$ cat src/rtl/kcp_pkg.sv
package kcp_pkg;

   typedef enum logic [1:0] {
      KCP_SEL_NONE   = 2'd0,
      KCP_SEL_FSEL   = 2'd1,
      KCP_SEL_LOCK   = 2'd2,
      KCP_SEL_COMMIT = 2'd3
   } kcp_sel_e;

endpackage

$ cat src/rtl/kcp_decode.sv
module kcp_decode
   import kcp_pkg::*;
#(
   parameter int                ADDR_W       = 12,
   parameter logic [ADDR_W-1:0] FSEL_OFS     = 12'h420,
   parameter logic [ADDR_W-1:0] LOCK_OFS     = 12'h520,
   parameter logic [ADDR_W-1:0] COMMIT_OFS   = 12'h524,
   parameter bit                STRICT_ALIGN = 1'b1
) (
   input  logic [ADDR_W-1:0] addr,
   output kcp_sel_e          sel
);

   localparam logic [ADDR_W-1:0] CMP_MASK =
      STRICT_ALIGN ? {ADDR_W{1'b1}} : {{(ADDR_W-2){1'b1}}, 2'b00};

   logic [ADDR_W-1:0] addr_cmp;

   generate
      if (STRICT_ALIGN) begin : g_strict
         assign addr_cmp = addr;
      end else begin : g_word
         assign addr_cmp = addr & CMP_MASK;
      end
   endgenerate

   always_comb begin
      if (addr_cmp == (FSEL_OFS & CMP_MASK))
         sel = KCP_SEL_FSEL;
      else if (addr_cmp == (LOCK_OFS & CMP_MASK))
         sel = KCP_SEL_LOCK;
      else if (addr_cmp == (COMMIT_OFS & CMP_MASK))
         sel = KCP_SEL_COMMIT;
      else
         sel = KCP_SEL_NONE;
   end

endmodule

$ cat src/rtl/kcp_lock.sv
module kcp_lock #(
   parameter int                DATA_W = 32,
   parameter logic [DATA_W-1:0] KEY    = 32'h0ACCE551
) (
   input  logic              clk,
   input  logic              rst_n,
   input  logic              wr,
   input  logic [DATA_W-1:0] wdata,
   output logic              locked_q
);

   always_ff @(posedge clk or negedge rst_n) begin
      if (!rst_n)
         locked_q <= 1'b1;
      else if (wr)
         locked_q <= (wdata != KEY);
   end


   key_opens_chk: assert property (@(posedge clk) disable iff (!rst_n)
      (wr && wdata == KEY) |=> !locked_q);


   other_closes_chk: assert property (@(posedge clk) disable iff (!rst_n)
      (wr && wdata != KEY) |=> locked_q);


   lock_holds_chk: assert property (@(posedge clk) disable iff (!rst_n)
      !wr |=> $stable(locked_q));

endmodule

$ cat src/rtl/kcp_commit.sv
module kcp_commit #(
   parameter int FIELD_W = 8
) (
   input  logic               clk,
   input  logic               rst_n,
   input  logic               wr,
   input  logic               locked,
   input  logic [FIELD_W-1:0] wdata,
   output logic [FIELD_W-1:0] mask_q
);

   always_ff @(posedge clk or negedge rst_n) begin
      if (!rst_n)
         mask_q <= {FIELD_W{1'b1}};
      else if (wr && !locked)
         mask_q <= wdata;
   end


   locked_mask_chk: assert property (@(posedge clk) disable iff (!rst_n)
      (wr && locked) |=> $stable(mask_q));


   open_mask_chk: assert property (@(posedge clk) disable iff (!rst_n)
      (wr && !locked) |=> (mask_q == $past(wdata)));

endmodule

$ cat src/rtl/kcp_field.sv
module kcp_field #(
   parameter int FIELD_W = 8
) (
   input  logic               clk,
   input  logic               rst_n,
   input  logic               wr,
   input  logic [FIELD_W-1:0] mask,
   input  logic [FIELD_W-1:0] wdata,
   output logic [FIELD_W-1:0] field_q
);

   logic [FIELD_W-1:0] field_nxt;

   generate
      for (genvar i = 0; i < FIELD_W; i++) begin : g_bit
         assign field_nxt[i] = (wr && mask[i]) ? wdata[i] : field_q[i];
      end
   endgenerate

   always_ff @(posedge clk or negedge rst_n) begin
      if (!rst_n)
         field_q <= '0;
      else
         field_q <= field_nxt;
   end


   gated_bits_chk: assert property (@(posedge clk) disable iff (!rst_n)
      wr |=> (((field_q ^ $past(field_q)) & ~$past(mask)) == '0));


   idle_field_chk: assert property (@(posedge clk) disable iff (!rst_n)
      !wr |=> $stable(field_q));

endmodule

$ cat src/rtl/kcp_guard.sv
module kcp_guard
   import kcp_pkg::*;
#(
   parameter int                ADDR_W       = 12,
   parameter int                DATA_W       = 32,
   parameter int                FIELD_W      = 8,
   parameter logic [ADDR_W-1:0] FSEL_OFS     = 12'h420,
   parameter logic [ADDR_W-1:0] LOCK_OFS     = 12'h520,
   parameter logic [ADDR_W-1:0] COMMIT_OFS   = 12'h524,
   parameter logic [DATA_W-1:0] KEY          = 32'h0ACCE551,
   parameter bit                STRICT_ALIGN = 1'b1
) (
   input  logic               clk,
   input  logic               rst_n,
   input  logic               bus_we,
   input  logic               bus_re,
   input  logic [ADDR_W-1:0]  bus_addr,
   input  logic [DATA_W-1:0]  bus_wdata,
   output logic [DATA_W-1:0]  bus_rdata,
   output logic [FIELD_W-1:0] pin_fsel,
   output logic               locked
);

   localparam int PAD_W = DATA_W - FIELD_W;

   generate
      if (FIELD_W < 1 || FIELD_W > DATA_W) begin : g_bad_field
         $error("kcp_guard: FIELD_W must lie in 1..DATA_W");
      end
      if (ADDR_W < 3) begin : g_bad_addr
         $error("kcp_guard: ADDR_W too small");
      end
      if (FSEL_OFS == LOCK_OFS || FSEL_OFS == COMMIT_OFS || LOCK_OFS == COMMIT_OFS) begin : g_bad_ofs
         $error("kcp_guard: register offsets must differ");
      end
   endgenerate

   kcp_sel_e           sel;
   logic [FIELD_W-1:0] mask_q;
   logic [FIELD_W-1:0] fsel_q;
   logic [DATA_W-1:0]  rd_mux;

   kcp_decode #(
      .ADDR_W       (ADDR_W),
      .FSEL_OFS     (FSEL_OFS),
      .LOCK_OFS     (LOCK_OFS),
      .COMMIT_OFS   (COMMIT_OFS),
      .STRICT_ALIGN (STRICT_ALIGN)
   ) u_decode (
      .addr (bus_addr),
      .sel  (sel)
   );

   kcp_lock #(
      .DATA_W (DATA_W),
      .KEY    (KEY)
   ) u_lock (
      .clk      (clk),
      .rst_n    (rst_n),
      .wr       (bus_we && sel == KCP_SEL_LOCK),
      .wdata    (bus_wdata),
      .locked_q (locked)
   );

   kcp_commit #(
      .FIELD_W (FIELD_W)
   ) u_commit (
      .clk    (clk),
      .rst_n  (rst_n),
      .wr     (bus_we && sel == KCP_SEL_COMMIT),
      .locked (locked),
      .wdata  (bus_wdata[FIELD_W-1:0]),
      .mask_q (mask_q)
   );

   kcp_field #(
      .FIELD_W (FIELD_W)
   ) u_field (
      .clk     (clk),
      .rst_n   (rst_n),
      .wr      (bus_we && sel == KCP_SEL_FSEL),
      .mask    (mask_q),
      .wdata   (bus_wdata[FIELD_W-1:0]),
      .field_q (fsel_q)
   );

   generate
      if (PAD_W > 0) begin : g_pad
         always_comb begin
            unique case (sel)
               KCP_SEL_FSEL:   rd_mux = {{PAD_W{1'b0}}, fsel_q};
               KCP_SEL_COMMIT: rd_mux = {{PAD_W{1'b0}}, mask_q};
               KCP_SEL_LOCK:   rd_mux = {{(DATA_W-1){1'b0}}, locked};
               default:        rd_mux = '0;
            endcase
         end
      end else begin : g_nopad
         always_comb begin
            unique case (sel)
               KCP_SEL_FSEL:   rd_mux = fsel_q;
               KCP_SEL_COMMIT: rd_mux = mask_q;
               KCP_SEL_LOCK:   rd_mux = {{(DATA_W-1){1'b0}}, locked};
               default:        rd_mux = '0;
            endcase
         end
      end
   endgenerate

   always_ff @(posedge clk or negedge rst_n) begin
      if (!rst_n)
         bus_rdata <= '0;
      else if (bus_re)
         bus_rdata <= rd_mux;
   end

   assign pin_fsel = fsel_q;


   rdata_hold_chk: assert property (@(posedge clk) disable iff (!rst_n)
      !bus_re |=> $stable(bus_rdata));


   unmapped_zero_chk: assert property (@(posedge clk) disable iff (!rst_n)
      (bus_re && sel == KCP_SEL_NONE) |=> (bus_rdata == '0));

endmodule

$ cat config.mk
export PLATFORM = sky130hd
export DESIGN_NAME = kcp_guard
export DESIGN_NICKNAME = d
export VERILOG_FILES = /design/src/rtl/kcp_pkg.sv /design/src/rtl/kcp_decode.sv /design/src/rtl/kcp_lock.sv /design/src/rtl/kcp_commit.sv /design/src/rtl/kcp_field.sv /design/src/rtl/kcp_guard.sv
export SDC_FILE = /design/constraint.sdc
export NUM_CORES = 1
export LEC_CHECK = 0
export BUFFER_PORTS_ARGS = -buffer_cell sky130_fd_sc_hd__buf_2
export CAP_MARGIN = 20
export CORE_UTILIZATION = 39
export CTS_BUF_LIST = sky130_fd_sc_hd__clkbuf_16
export DETAILED_ROUTE_END_ITERATION = 8
export GPL_TIMING_DRIVEN = 0
export PLACE_DENSITY = 0.85
export SYNTH_ARGS = -nofsm -noshare
export SYNTH_HDL_FRONTEND = slang
export SYNTH_HIERARCHICAL = 1
export SYNTH_SLANG_ARGS = --single-unit
$ cat constraint.sdc
create_clock -name clk -period 1.1 [get_ports clk]
set_clock_uncertainty 0.15 [all_clocks]
set_input_delay 0 -clock clk [delete_from_list [all_inputs] [get_ports clk]]
set_output_delay 0 -clock clk [all_outputs]
set_load 0.05 [all_outputs]
* Yosys cells after proc, flatten, opt, wreduce, memory -nomap -nowiden
Cells that the tools add are included.
** Word-level totals
- Logic and storage cells :: 35
- Bits in registers :: 49
- Input bits :: 48
- Output and inout port bits :: 41
** Cells by class
- Mux-type cells :: 4
- Eq/ne operators :: 7
- Reductions and logical operators :: 13
** Operators by type and width (count)
- $eq A12 B11 Y1 const B :: 3
- $ne A32 B28 Y1 const B :: 1
- $pmux W8 S3 :: 1
- $logic_and A1 B1 Y1 :: 12
- $mux W2 :: 3
- $eq A2 B2 Y1 const B :: 2
- $eq A2 B1 Y1 const B :: 1
- $logic_not A1 Y1 :: 1

* Logic depth before layout (Yosys ltp)
- Depth in word-level cells :: 7
- Mapped depth :: 9

* Hierarchy
The synthesis kept the hierarchy.
** Modules (own cells, without submodules)
- kcp_guard :: times used 1, area each 594.3 um^2, sequential area each 200.2 um^2, cells an instance 67
- kcp_field :: times used 1, area each 361.6 um^2, sequential area each 200.2 um^2, cells an instance 25
- kcp_commit :: times used 1, area each 355.3 um^2, sequential area each 210.2 um^2, cells an instance 18
- kcp_lock :: times used 1, area each 130.1 um^2, sequential area each 26.3 um^2, cells an instance 14
- kcp_decode :: times used 1, area each 63.8 um^2, sequential area each 0.0 um^2, cells an instance 8

* Worst setup path before layout
No wires, ideal clock.
- Kind :: input -> register
- Start :: input port bus_addr[9]
- End :: register u_commit.mask_q[0]
- Buffers on the path :: 2
- Arrival :: 1632 ps
- Stages :: 8
- Path slack :: -764 ps
- Library setup time :: 82 ps
- Path through :: nor4b_2 > nand3_1 > nor4_2 > buf_4 > and3_1 > nor2b_4 > buf_6 > mux2_4
** Between the ends
- Word-level cells in the longest chain between the ends :: 7
- Elaborated cells between the ends (all ways) :: 9
- Those cells by class :: eq/ne (4); mux (3); reduce/logical (2)
** Ends and longest elaborated chain
- start, declared :: line kcp_guard.sv:17 : input logic [ADDR_W-1:0] bus_addr,
- $eq A12 B11 Y1 :: line kcp_decode.sv:32 : else if (addr_cmp == (COMMIT_OFS & CMP_MASK))
- $mux W2 :: line kcp_decode.sv:32
- $mux W2 :: line kcp_decode.sv:30 : else if (addr_cmp == (LOCK_OFS & CMP_MASK))
- $mux W2 (*) :: line kcp_decode.sv:28 : if (addr_cmp == (FSEL_OFS & CMP_MASK))
- net sel[1] :: line kcp_guard.sv:38 : kcp_sel_e sel;
- $eq A2 B2 Y1 (*) :: line kcp_guard.sv:70 : .wr (bus_we && sel == KCP_SEL_COMMIT),
- $logic_and A1 B1 Y1 (*) :: line kcp_guard.sv:70
- $logic_and A1 B1 Y1 (*) :: line kcp_commit.sv:15 : else if (wr && !locked)
- end signal, assigned :: line kcp_commit.sv:14 : mask_q <= {FIELD_W{1'b1}};
- end signal, assigned :: line kcp_commit.sv:16 : mask_q <= wdata;
- end, declared :: line kcp_commit.sv:9 : output logic [FIELD_W-1:0] mask_q
Mark *: on every way through the listed nets, which the timed path passes. The rest lies on a longest branch.
A chain may end at the register's enable or synchronous reset.

* Worst setup path after layout
- Start :: input port bus_addr[6]
- End :: register u_commit.mask_q[7]
Same word-level chain as after synthesis.

==> results.json <==
{
  "status": "finished with violations",
  "violations": "negative hold slack, negative setup slack",
  "yosysTopAreaCellShare_pct": 26.60,
  "min-delay-start": "bus_we",
  "coreArea_um2": 3689,
  "ys_seq_area_share_pct": 42.31,
  "holdPathStages": 5,
  "crit_fanout": 8,
  "synth_top_area_cell": "dfrtp_1",
  "syn-mean-instance-area_um2": 11.40,
  "required_ps": 1140,
  "setup_viol_count_final": 26,
  "vias_per_cell": 4.523,
  "dr.pass1.iters": 4,
  "power.leakage_nw": 1.164,
  "ys_ff_latch": 25,
  "max_slew_margin_pct": 62.38,
  "final_max_slew_viol_count": 0,
  "grtUsageTotal_pct": 17.91,
  "clk_path_buf_depth": 2,
  "gp_congestion": 0.7230,
  "holdWs_ps": -49.20,
  "grt_first_pass_wirelength_um": 5595,
  "hold_class": "input port to flop",
  "ys_types": 31,
  "root_buffer": "clkbuf_16",
  "diodes": 0,
  "vdd_drop_max_uv": 586.9,
  "synthTopCellsByArea": "dfrtp_1 27%, mux2_4 16%, dfstp_2 16%",
  "num_rows": 22,
  "drc": 0,
  "nNetsFinal": 288,
  "ctsHtreeMaxLevel": 1,
  "startpoint_type": "input port",
  "drv_cap": 0,
  "powerDensity_nw_per_um2": 956.1,
  "drive_gt1_share_pct": 58.58,
  "r2r-end": "u_commit/mask_q[7]",
  "grt_overflow": 0,
  "worst_pin_slew_ps": 564.3,
  "final_cell_mix": "61 x buf_2, 27 x buf_4, 24 x conb_1, 16 x dfrtp_1, 16 x mux2_4",
  "clock_sinks": 25,
  "ff2ff_path_depth": 3,
  "fin_crit_ps": 1678,
  "path_class": "input port to flop",
  "hold_viol": 1,
  "io_buffer_count": 63,
  "tritoncts": "done",
  "die_x_um": 64.13,
  "clk_pin_slew_worst_paths_ps": 60,
  "initial_core_util_pct": 40.81,
  "grt_setup_unrepaired": "yes",
  "cts_buffers": 3,
  "drtIter0Drc": 40,
  "crit-reg2reg-launch": "u_lock/locked_q",
  "hold_end": "u_lock/locked_q",
  "dp.final_hpwl_um": 2485,
  "worst_slack_ps": -577.5,
  "final_common_cell": "buf_2",
  "p_total_mw": 2.195,
  "max_freq_mhz": 596.1,
  "ant_nets": 0,
  "grt_max_degree": 26,
  "routed_wl_um": 3491,
  "die_h_um": 64.13,
  "syn_area_um2": 1505,
  "vias": 1298,
  "tns_ps": -11830,
  "antenna_found_initial": 0,
  "syn_inst": 132,
  "ys_warn_count": 6,
  "post-place-ws_ps": -1105,
  "wl_per_cell_um": 12.16,
  "die_area_um2": 4112,
  "clock_latency_ps": 260,
  "grt_pass1_vias": 1274,
  "setup.worst_path.end_class": "flop",
  "area_delta_synth_final_pct": 52.54,
  "ioPinCount": 89,
  "r2r_setup_slack_ps": -190,
  "cp.arrival_ps": 1720,
  "timing.final.crit_share_pct": 152.5
}
## cells in the mapped netlist (all sizes together)
library cell,number
xor2,1
and3,1
nand2b,1
a31oi,2
conb,1
nor2b,1
dfstp,9
nand4bb,1
buf,28
nand3b,1
or4,1
nand4b,2
inv,7
o22ai,7
mux2i,7
nor4,2
nand2,12
or2b,1
dfrtp,16
mux2,17
nor2,6
nor4bb,1
nor3b,1
nor4b,4
and4,1
nand3,1
## metal layers
layer  up-vias  track usage, %  wire [µm]
met1       602           19.53       1384
li1        625               -          -
met3         7           2.679        221
met2        64           32.98       1803
met4         0           9.722         81
met5         -               0          0
## state kept, by name, summed over array words and instances, names as in the netlist
signal,flops
bus_rdata,8
u_commit/mask_q,8
u_field/field_q,8
u_lock/locked_q,1
## worst max-delay path, stage by stage
cell and delay [ps]:
buf_6 100, nor4b_4 270, nand3_2 130, nor4_4 320, buf_6 160, and3_1 140
nor2b_4 140, buf_8 150, mux2_4 310
## worst max-delay path by stage
stage / startpoint / endpoint / cells after the start
6_report: bus_addr[6] / u_commit/mask_q[7] / 9
5_1_grt: bus_addr[6] / u_commit/mask_q[7] / 9
4_1_cts: bus_addr[6] / u_commit/mask_q[7] / 9
3_5_place_dp: bus_addr[9] / u_commit/mask_q[7] / 9
3_3_place_gp: bus_addr[9] / u_commit/mask_q[2] / 9
2_1_floorplan: bus_addr[9] / u_commit/mask_q[0] / 8
## where the power goes
part | internal, mW | switching [mW]
clock network | 0.490 | 0.325
registers | 0.924 | 0.00209
logic | 0.173 | 0.280
total | 1.59 | 0.608
## logic make-up after synthesis
logic type,count (synthesis),synth area share (%)
XOR/XNOR,1,0.5820
multiplexers,24,21.36
buffers and inverters,35,16.04
other,1,0.2491
flip-flops,25,42.31
AO/OA/AOI/OAI,9,3.740
AND/OR/NAND/NOR,37,15.71
## repair_timing
| action | CTS | global route |
|---|---|---|
| endpoints found under the setup margin | 26 | 26 |
| buffers inserted | 5 | 2 |
| pin swaps | 5 | 1 |
| endpoints found under the hold margin | 50 | 0 |
| hold buffers | 12 | 0 |
| resized for setup | 21 | 1 |
## per-stage QoR
step	cell area, µm²	std cells	util (%)
finish	2296	287	62.25
global route	2296	287	62.25
CTS	2296	287	62.25
detailed placement	1982	266	53.73
global placement	1982	266	53.73
floorplan	1607	155	-
## cell type report
class | instances | area (µm²)
Clock inverter | 1 | 5.005
Timing Repair Buffer | 80 | 503.0
Tap cell | 48 | 60.06
Multi-Input combinational cell | 95 | 767.0
Fill cell | 316 | 1393
Clock buffer | 3 | 75.07
Inverter | 7 | 26.28
Sequential cell | 25 | 636.9
Buffer | 28 | 222.7
Power figures use the tool's default switching activity.
